$ cat config.mk
export PLATFORM = sky130hd
export DESIGN_NAME = spi_mc_top
export DESIGN_NICKNAME = d
export VERILOG_FILES = /design/src/rtl/spi_mc_pkg.sv /design/src/rtl/spi_mc_fifo.sv /design/src/rtl/spi_mc_regs.sv /design/src/rtl/spi_mc_engine.sv /design/src/rtl/spi_mc_top.sv
export SDC_FILE = /design/constraint.sdc
export NUM_CORES = 1
export LEC_CHECK = 0
export BUFFER_PORTS_ARGS = -buffer_cell sky130_fd_sc_hd__buf_2
export CAP_MARGIN = 15
export CORE_ASPECT_RATIO = 0.5
export CORE_MARGIN = 4
export CORE_UTILIZATION = 55
export DETAILED_ROUTE_END_ITERATION = 16
export PLACE_DENSITY = 0.83
export REMOVE_ABC_BUFFERS = 1
export SYNTH_ARGS = -nofsm -noshare
export SYNTH_HDL_FRONTEND = slang
export SYNTH_SLANG_ARGS = --single-unit
$ cat constraint.sdc
create_clock -name clk -period 6.08 [get_ports clk]
set_clock_uncertainty 0.05 [all_clocks]
set_input_delay 0.912 -clock clk [delete_from_list [all_inputs] [get_ports clk]]
set_output_delay 0.912 -clock clk [all_outputs]
set_load 0.03 [all_outputs]
$ cat src/rtl/spi_mc_pkg.sv
`timescale 1ns/1ps
package spi_mc_pkg;
    // transfer mode codes (transfer-control bits 27:24)
    localparam logic [3:0] MODE_WO = 4'd1;
    localparam logic [3:0] MODE_RO = 4'd2;
    localparam logic [3:0] MODE_WR = 4'd3;

    // register word indices (byte address bits 4:2)
    localparam logic [2:0] REG_FMT  = 3'd0;
    localparam logic [2:0] REG_TCTL = 3'd1;
    localparam logic [2:0] REG_CMD  = 3'd2;
    localparam logic [2:0] REG_DATA = 3'd3;
    localparam logic [2:0] REG_CTRL = 3'd4;
    localparam logic [2:0] REG_STAT = 3'd5;
    localparam logic [2:0] REG_TIME = 3'd6;

    typedef enum logic [2:0] {
        ST_IDLE, ST_LEAD, ST_WAITB, ST_SHIFT, ST_TAIL
    } eng_st_e;

    typedef enum logic [1:0] {
        PH_WR, PH_RD, PH_NONE
    } phase_e;
endpackage

$ cat src/rtl/spi_mc_fifo.sv
`timescale 1ns/1ps
module spi_mc_fifo #(
    parameter int WIDTH = 8,
    parameter int DEPTH = 16
) (
    input  logic             clk,
    input  logic             rst_n,
    input  logic             clr,
    input  logic             push,
    input  logic [WIDTH-1:0] wdata,
    input  logic             pop,
    output logic [WIDTH-1:0] rdata,
    output logic [$clog2(DEPTH):0] count,
    output logic             full,
    output logic             empty
);
    localparam int AW = $clog2(DEPTH);
    localparam int CW = AW + 1;

    typedef struct packed {
        logic [AW-1:0] wp;
        logic [AW-1:0] rp;
        logic [CW-1:0] cnt;
    } fifo_st_t;

    fifo_st_t q, d;
    logic [WIDTH-1:0] mem [DEPTH];
    logic do_push, do_pop;

    assign full    = (q.cnt == CW'(DEPTH));
    assign empty   = (q.cnt == '0);
    assign do_push = push && !full && !clr;
    assign do_pop  = pop && !empty && !clr;

    always_comb begin
        d = q;
        if (do_push) d.wp = (q.wp == AW'(DEPTH-1)) ? '0 : q.wp + 1'b1;
        if (do_pop)  d.rp = (q.rp == AW'(DEPTH-1)) ? '0 : q.rp + 1'b1;
        case ({do_push, do_pop})
            2'b10:   d.cnt = q.cnt + 1'b1;
            2'b01:   d.cnt = q.cnt - 1'b1;
            default: d.cnt = q.cnt;
        endcase
        if (clr) d = '0;
    end

    always_ff @(posedge clk or negedge rst_n) begin
        if (!rst_n) q <= '0;
        else        q <= d;
    end

    always_ff @(posedge clk) begin
        if (do_push) mem[q.wp] <= wdata;
    end

    assign rdata = mem[q.rp];
    assign count = q.cnt;
endmodule

$ cat src/rtl/spi_mc_regs.sv
`timescale 1ns/1ps
module spi_mc_regs
    import spi_mc_pkg::*;
#(
    parameter int CNT_W = 9,
    parameter int DIV_W = 8,
    parameter int LVL_W = 5
) (
    input  logic             clk,
    input  logic             rst_n,
    input  logic             bus_sel,
    input  logic             bus_we,
    input  logic [7:0]       bus_addr,
    input  logic [31:0]      bus_wdata,
    output logic [31:0]      bus_rdata,
    output logic             cpol,
    output logic             cpha,
    output logic [3:0]       mode,
    output logic [CNT_W-1:0] wcnt,
    output logic [CNT_W-1:0] rcnt,
    output logic [DIV_W-1:0] div,
    output logic             start,
    output logic             core_rst,
    output logic             tx_clr,
    output logic             rx_clr,
    output logic             tx_push,
    output logic [7:0]       tx_wdata,
    output logic             rx_pop,
    input  logic             busy,
    input  logic             tx_full,
    input  logic             tx_empty,
    input  logic [LVL_W-1:0] tx_lvl,
    input  logic             rx_empty,
    input  logic [LVL_W-1:0] rx_lvl,
    input  logic [7:0]       rx_head
);
    typedef struct packed {
        logic             cpol;
        logic             cpha;
        logic [4:0]       unit;
        logic [3:0]       mode;
        logic [CNT_W-1:0] wcnt;
        logic [CNT_W-1:0] rcnt;
        logic [DIV_W-1:0] div;
        logic [2:0]       ctrl;
    } regs_st_t;

    regs_st_t q, d;
    logic       wr, rd;
    logic [2:0] idx;

    assign wr  = bus_sel && bus_we;
    assign rd  = bus_sel && !bus_we;
    assign idx = bus_addr[4:2];

    always_comb begin
        d = q;
        d.ctrl = 3'b000;                 // actions last one cycle, then clear
        if (wr) begin
            case (idx)
                REG_FMT: begin
                    d.cpha = bus_wdata[0];
                    d.cpol = bus_wdata[1];
                    d.unit = bus_wdata[12:8];
                end
                REG_TCTL: begin
                    d.mode = bus_wdata[27:24];
                    d.wcnt = bus_wdata[12 +: CNT_W];
                    d.rcnt = bus_wdata[0 +: CNT_W];
                end
                REG_CTRL: d.ctrl = bus_wdata[2:0];
                REG_TIME: d.div  = bus_wdata[DIV_W-1:0];
                default: ;
            endcase
        end
    end

    always_ff @(posedge clk or negedge rst_n) begin
        if (!rst_n) begin
            q      <= '0;
            q.unit <= 5'd7;
        end else begin
            q <= d;
        end
    end

    always_comb begin
        bus_rdata = '0;
        case (idx)
            REG_FMT: begin
                bus_rdata[0]    = q.cpha;
                bus_rdata[1]    = q.cpol;
                bus_rdata[12:8] = q.unit;
            end
            REG_TCTL: begin
                bus_rdata[27:24]       = q.mode;
                bus_rdata[12 +: CNT_W] = q.wcnt;
                bus_rdata[0 +: CNT_W]  = q.rcnt;
            end
            REG_DATA: bus_rdata[7:0] = rx_empty ? 8'h00 : rx_head;
            REG_CTRL: bus_rdata[2:0] = q.ctrl;
            REG_STAT: begin
                bus_rdata[23]          = tx_full;
                bus_rdata[22]          = tx_empty;
                bus_rdata[16 +: LVL_W] = tx_lvl;
                bus_rdata[14]          = rx_empty;
                bus_rdata[8 +: LVL_W]  = rx_lvl;
                bus_rdata[0]           = busy;
            end
            REG_TIME: bus_rdata[DIV_W-1:0] = q.div;
            default: ;
        endcase
    end

    assign cpol     = q.cpol;
    assign cpha     = q.cpha;
    assign mode     = q.mode;
    assign wcnt     = q.wcnt;
    assign rcnt     = q.rcnt;
    assign div      = q.div;
    assign core_rst = q.ctrl[0];
    assign rx_clr   = q.ctrl[1];
    assign tx_clr   = q.ctrl[2];
    assign start    = wr && (idx == REG_CMD) && !busy;
    assign tx_push  = wr && (idx == REG_DATA);
    assign tx_wdata = bus_wdata[7:0];
    assign rx_pop   = rd && (idx == REG_DATA);
endmodule

$ cat src/rtl/spi_mc_engine.sv
`timescale 1ns/1ps
module spi_mc_engine
    import spi_mc_pkg::*;
#(
    parameter int CNT_W = 9,
    parameter int DIV_W = 8
) (
    input  logic             clk,
    input  logic             rst_n,
    input  logic             core_rst,
    input  logic             start,
    input  logic [3:0]       mode,
    input  logic [CNT_W-1:0] wcnt,
    input  logic [CNT_W-1:0] rcnt,
    input  logic             cpol,
    input  logic             cpha,
    input  logic [DIV_W-1:0] div,
    input  logic             tx_empty,
    input  logic [7:0]       tx_head,
    output logic             tx_pop,
    input  logic             rx_full,
    output logic             rx_push,
    output logic [7:0]       rx_data,
    output logic             busy,
    output logic             sclk,
    output logic             cs_n,
    output logic             mosi,
    input  logic             miso
);
    localparam int LEFT_W = CNT_W + 1;

    typedef struct packed {
        eng_st_e           st;
        phase_e            ph;
        logic              rd_next;
        logic [LEFT_W-1:0] wr_left;
        logic [LEFT_W-1:0] rd_left;
        logic [DIV_W-1:0]  cnt;
        logic [3:0]        edges;
        logic              sclk;
        logic              mosi;
        logic [7:0]        sh;
        logic [7:0]        rsh;
    } eng_st_t;

    eng_st_t q, d;
    logic tick, lead, samp, drive;

    assign tick  = (q.cnt == div);
    assign lead  = ~q.edges[0];
    assign samp  = lead ^ cpha;
    assign drive = cpha ? lead : (!lead && (q.edges != 4'd15));

    always_comb begin
        d       = q;
        tx_pop  = 1'b0;
        rx_push = 1'b0;
        case (q.st)
            ST_IDLE: begin
                if (start) begin
                    d.st      = ST_LEAD;
                    d.cnt     = '0;
                    d.sclk    = 1'b0;
                    d.rd_next = 1'b0;
                    d.wr_left = {1'b0, wcnt} + 1'b1;
                    d.rd_left = {1'b0, rcnt} + 1'b1;
                    case (mode)
                        MODE_WO: d.ph = PH_WR;
                        MODE_RO: d.ph = PH_RD;
                        MODE_WR: begin
                            d.ph      = PH_WR;
                            d.rd_next = 1'b1;
                        end
                        default: d.ph = PH_NONE;
                    endcase
                end
            end
            ST_LEAD: begin
                if (tick) d.st  = ST_WAITB;
                else      d.cnt = q.cnt + 1'b1;
            end
            ST_WAITB: begin
                d.cnt   = '0;
                d.edges = '0;
                case (q.ph)
                    PH_WR: begin
                        if (!tx_empty) begin
                            tx_pop = 1'b1;
                            d.st   = ST_SHIFT;
                            if (!cpha) begin
                                d.mosi = tx_head[7];
                                d.sh   = {tx_head[6:0], 1'b0};
                            end else begin
                                d.sh   = tx_head;
                            end
                        end
                    end
                    PH_RD: begin
                        if (!rx_full) begin
                            d.st = ST_SHIFT;
                            d.sh = 8'h00;
                            if (!cpha) d.mosi = 1'b0;
                        end
                    end
                    default: d.st = ST_TAIL;
                endcase
            end
            ST_SHIFT: begin
                if (!tick) begin
                    d.cnt = q.cnt + 1'b1;
                end else begin
                    d.cnt   = '0;
                    d.sclk  = ~q.sclk;
                    d.edges = q.edges + 1'b1;
                    if (samp)  d.rsh = {q.rsh[6:0], miso};
                    if (drive) begin
                        d.mosi = q.sh[7];
                        d.sh   = {q.sh[6:0], 1'b0};
                    end
                    if (q.edges == 4'd15) begin
                        d.st = ST_WAITB;
                        if (q.ph == PH_WR) begin
                            d.wr_left = q.wr_left - 1'b1;
                            if (q.wr_left == LEFT_W'(1)) begin
                                if (q.rd_next) begin
                                    d.ph = PH_RD;
                                end else begin
                                    d.ph = PH_NONE;
                                    d.st = ST_TAIL;
                                end
                            end
                        end else begin
                            rx_push   = 1'b1;
                            d.rd_left = q.rd_left - 1'b1;
                            if (q.rd_left == LEFT_W'(1)) begin
                                d.ph = PH_NONE;
                                d.st = ST_TAIL;
                            end
                        end
                    end
                end
            end
            ST_TAIL: begin
                if (tick) d.st  = ST_IDLE;
                else      d.cnt = q.cnt + 1'b1;
            end
            default: d.st = ST_IDLE;
        endcase
        if (core_rst) begin
            d.st   = ST_IDLE;
            d.ph   = PH_NONE;
            d.sclk = 1'b0;
            d.cnt  = '0;
        end
    end

    always_ff @(posedge clk or negedge rst_n) begin
        if (!rst_n) begin
            q    <= '0;
            q.st <= ST_IDLE;
            q.ph <= PH_NONE;
        end else begin
            q <= d;
        end
    end

    assign rx_data = d.rsh;
    assign busy    = (q.st != ST_IDLE);
    assign cs_n    = (q.st == ST_IDLE);
    assign sclk    = q.sclk ^ cpol;
    assign mosi    = q.mosi;
endmodule

$ cat src/rtl/spi_mc_top.sv
`timescale 1ns/1ps
module spi_mc_top #(
    parameter int FIFO_DEPTH = 16,
    parameter int CNT_W      = 9,
    parameter int DIV_W      = 8
) (
    input  logic        clk,
    input  logic        rst_n,
    input  logic        bus_sel,
    input  logic        bus_we,
    input  logic [7:0]  bus_addr,
    input  logic [31:0] bus_wdata,
    output logic [31:0] bus_rdata,
    output logic        spi_sclk,
    output logic        spi_cs_n,
    output logic        spi_mosi,
    input  logic        spi_miso
);
    localparam int LVL_W = $clog2(FIFO_DEPTH) + 1;

    logic             cpol, cpha, start, core_rst, tx_clr, rx_clr;
    logic             tx_push, rx_pop, tx_pop, rx_push, busy;
    logic [3:0]       mode;
    logic [CNT_W-1:0] wcnt, rcnt;
    logic [DIV_W-1:0] div;
    logic [7:0]       tx_wdata, tx_head, rx_wdata, rx_head;
    logic             tx_full, tx_empty, rx_full, rx_empty;
    logic [LVL_W-1:0] tx_lvl, rx_lvl;

    spi_mc_regs #(.CNT_W(CNT_W), .DIV_W(DIV_W), .LVL_W(LVL_W)) u_regs (
        .clk(clk), .rst_n(rst_n),
        .bus_sel(bus_sel), .bus_we(bus_we), .bus_addr(bus_addr),
        .bus_wdata(bus_wdata), .bus_rdata(bus_rdata),
        .cpol(cpol), .cpha(cpha), .mode(mode), .wcnt(wcnt), .rcnt(rcnt), .div(div),
        .start(start), .core_rst(core_rst), .tx_clr(tx_clr), .rx_clr(rx_clr),
        .tx_push(tx_push), .tx_wdata(tx_wdata), .rx_pop(rx_pop),
        .busy(busy), .tx_full(tx_full), .tx_empty(tx_empty), .tx_lvl(tx_lvl),
        .rx_empty(rx_empty), .rx_lvl(rx_lvl), .rx_head(rx_head)
    );

    spi_mc_fifo #(.WIDTH(8), .DEPTH(FIFO_DEPTH)) u_txf (
        .clk(clk), .rst_n(rst_n), .clr(tx_clr),
        .push(tx_push), .wdata(tx_wdata), .pop(tx_pop), .rdata(tx_head),
        .count(tx_lvl), .full(tx_full), .empty(tx_empty)
    );

    spi_mc_fifo #(.WIDTH(8), .DEPTH(FIFO_DEPTH)) u_rxf (
        .clk(clk), .rst_n(rst_n), .clr(rx_clr),
        .push(rx_push), .wdata(rx_wdata), .pop(rx_pop), .rdata(rx_head),
        .count(rx_lvl), .full(rx_full), .empty(rx_empty)
    );

    spi_mc_engine #(.CNT_W(CNT_W), .DIV_W(DIV_W)) u_eng (
        .clk(clk), .rst_n(rst_n), .core_rst(core_rst), .start(start),
        .mode(mode), .wcnt(wcnt), .rcnt(rcnt), .cpol(cpol), .cpha(cpha), .div(div),
        .tx_empty(tx_empty), .tx_head(tx_head), .tx_pop(tx_pop),
        .rx_full(rx_full), .rx_push(rx_push), .rx_data(rx_wdata),
        .busy(busy), .sclk(spi_sclk), .cs_n(spi_cs_n), .mosi(spi_mosi), .miso(spi_miso)
    );
endmodule

==> flow_summary.toml <==
[grt]
grt_max_degree = 65
grt_pass1_vias = 10564
gr-total-overflow = 0
grt_antenna_before_repair = 0
grt_first_pass_wirelength_mm = 60.3
grt_usage = 0.223

[cells_and_area]
seq_area_um2 = 10700
n_antenna_cell = 0
stdcell_area_um2 = 19000
post_route_cells_drive_above_1_share = 0.221
fillers = 2083
multiInputGateArea_um2 = 5960
fin_util = 0.622
layout.nets = 1337
area_growth_pct = 11.0

[clock_network]
cts.sinks = 378
clock_latency_ps = 530
cts_max_level = 2
cts_buffer_depth = 3
cts.repair.resized = 0
clk_pin_slew_ps = 70
cts_tree = "done"
ctsHoldBuffers = 0
cts-buffers-inserted = 34
postCtsSetupRepairBufs = 0
root_buffer = "clkbuf_16"

[yosys]
synth.avg_cell_area_um2 = 14.2
synth_ff_type = "edfxtp_1"
synth_warnings = 0
netlist_instances = 1204
async_flop_share = 0.323
synth_edf_count = 256
synth_cell_types = 76
netlist_top_cells_count = "edfxtp_1, dfrtp_1, nor2_1"
synth_most_common_cell = "edfxtp_1"
netlist_area_um2 = 17100
ys_seq_area_frac = 0.629
synthTopCellsByArea = "edfxtp_1, dfrtp_1, mux4_2"
ys_ff_latch = 378
synth_top_area_cell = "edfxtp_1"
synth_top_area_share = 0.450

[floorplan]
core_area_um2 = 30500
die_h_um = 133
io_pins = 80
die_w_um = 257
rows = 45
initial_core_util = 0.560
die_area_um2 = 34100

[flow_run]
cap_viol_max_count = 0

[setup_path]
startpoint_type = "flip-flop"
r2r-start = "u_eng.q[55]"
endpoint_kind = "primary output"
crit_path_max_fanout = 29
timing.rr.end = "u_rxf.mem[6][0]"
crit_path_max_incr_delay_ps = 940
ff2ff_path_depth = 6
worst_path_max_delay_cell = "dfrtp_2"
path_cells = "buf_4 -> mux4_2 -> mux4_2 -> inv_1 -> o21ai_0 -> buf_2"
criticalPathCategory = "reg2out"
r2r_setup_slack_ps = 2220
crit_arrival_ps = 3430
cpMostUsedCell = "mux4_2"
worstPathRequired_ps = 5120

[sta]
worst_pin_slew_ps = 1100
tns_ps = 0
fin_crit_ps = 4390
final_hold_viol_count = 0
fin_crit_sh = 0.722
clock.fmax_mhz = 228
drv_slew = 0
relSlewSlack = 0.259
grt_setup_unrepaired = "no"
finalSetupViolations = 0

[power]
internal_power_mw = 5.10
p_per_area_nw_per_um2 = 398
p_switching_mw = 2.44
ir_drop_mv = 0.208
leakagePower_nw = 6.84
seq_power_share = 0.442
p_sw_frac = 0.324
combPwrFrac = 0.275
p_clk_frac = 0.283

[route]
postRouteAntennaNets = 0
drc = 0
wl_per_cell_um = 22.4
dr_total_vias = 10810
wl_mm = 38.4
vias_per_cell = 6.30
drtIter0Drc = 1401
first_pass_iters = 6

[min_path]
worst_hold_path_type = "in2async"

[outcome]
outcome = "complete, no violations"

[place]
place.gp.congestion = 0.874
port-buffer-count = 62
dpl_cell_area_um2 = 17800
post-dp-hpwl_mm = 25.2
-- power by group through the flow --
stage / clock network [mW] / logic, mW / registers (mW)
2_1_floorplan: 0 / 1.42 / 3.40
3_3_place_gp: 0 / 1.93 / 3.35
3_5_place_dp: 0 / 2.03 / 3.37
4_1_cts: 2.15 / 2.06 / 3.33
5_1_grt: 2.29 / 2.24 / 3.37
6_report: 2.14 / 2.07 / 3.33
-- per-stage QoR --
step / instances / power (mW) / setup WS [ps] / hold WS (ps)
2_1_floorplan: 1146 / 4.82 / 2090 / 413
3_3_place_gp: 1652 / 5.28 / 2260 / 438
3_5_place_dp: 1652 / 5.40 / 2050 / 447
4_1_cts: 1713 / 7.54 / 1660 / 459
5_1_grt: 1716 / 7.90 / 1550 / 475
6_report: 1716 / 7.54 / 1690 / 449
-- worst max path at each step --
stage / start / endpoint / slack (ps)
final: u_rxf.q[5] / bus_rdata[3] / 1690
after global routing: u_rxf.q[5] / bus_rdata[3] / 1550
after CTS: u_rxf.q[5] / bus_rdata[3] / 1660
after detailed placement: bus_addr[3] / u_rxf.count[4] / 2050
after global placement: bus_addr[3] / u_rxf.count[4] / 2260
after floorplan: u_rxf.q[5] / bus_rdata[2] / 2090
-- routing by layer --
layer	global-route usage	share of wire	vias up
li1	-	-	4752
met1	0.301	0.40	5497
met2	0.388	0.51	487
met3	0.0367	0.066	74
met4	0.0514	0.021	0
met5	0	0	-
-- critical path, delay by kind of cell (launching register included) --
kind,cells,cell delay [ps]
buffers and inverters,3,730
DFF,1,940
muxes,2,1100
AOI/OAI and AO/OA,1,120
-- kinds of logic after synthesis --
kind of cell / synth area share
multiplexers: 0.138
AND/OR/NAND/NOR: 0.0944
adder cells (fa/ha/maj): 0.0180
XOR/XNOR: 0.0184
buffers and inverters: 0.0228
AO/OA/AOI/OAI: 0.0786
other: 0.000220
flip-flops: 0.629
-- flip-flops by register name (all words and copies together) (netlist names), 4 cells and up --
signal,flops
u_rxf.mem,128
u_rxf.q,8
u_txf.mem,128
u_regs.wcnt,9
u_regs.rcnt,9
u_txf.count,5
u_txf.q,8
u_regs.q,5
u_regs.mode,4
u_eng.q,55
u_regs.div,8
u_rxf.count,5
-- layout make-up --
cell class                 count  share of cell area
sequential                   378               0.567
multi-input combinational    734               0.314
clock buffer                  45              0.0487
tap                          423              0.0279
timing repair buffer          86              0.0260
clock inverter                16             0.00918
inverter                      34             0.00673
-- cells in the final DEF (no fill, tap or decap), drive strengths merged, types with 4 or more instances in the layout --
master,n
edfxtp,256
or4,5
clkbuf,48
a21oi,76
nand2,76
mux2,48
dfrtp,118
nand3b,4
mux4,74
a22oi,11
xnor2,21
o21ai,59
nor2,84
ha,23
o221ai,7
nor4,22
clkinv,11
inv,34
buf,83
o31ai,5
a31oi,7
nand2b,9
and2,16
xor2,14
or3,7
nand4,10
conb,5
mux2i,15
o22ai,6
nand3,26
a211oi,7
nor2b,4
a22o,11
dfstp,4
nor3,27
or2,4
and3,17
Note: power is estimated with default switching activity, not from simulation.
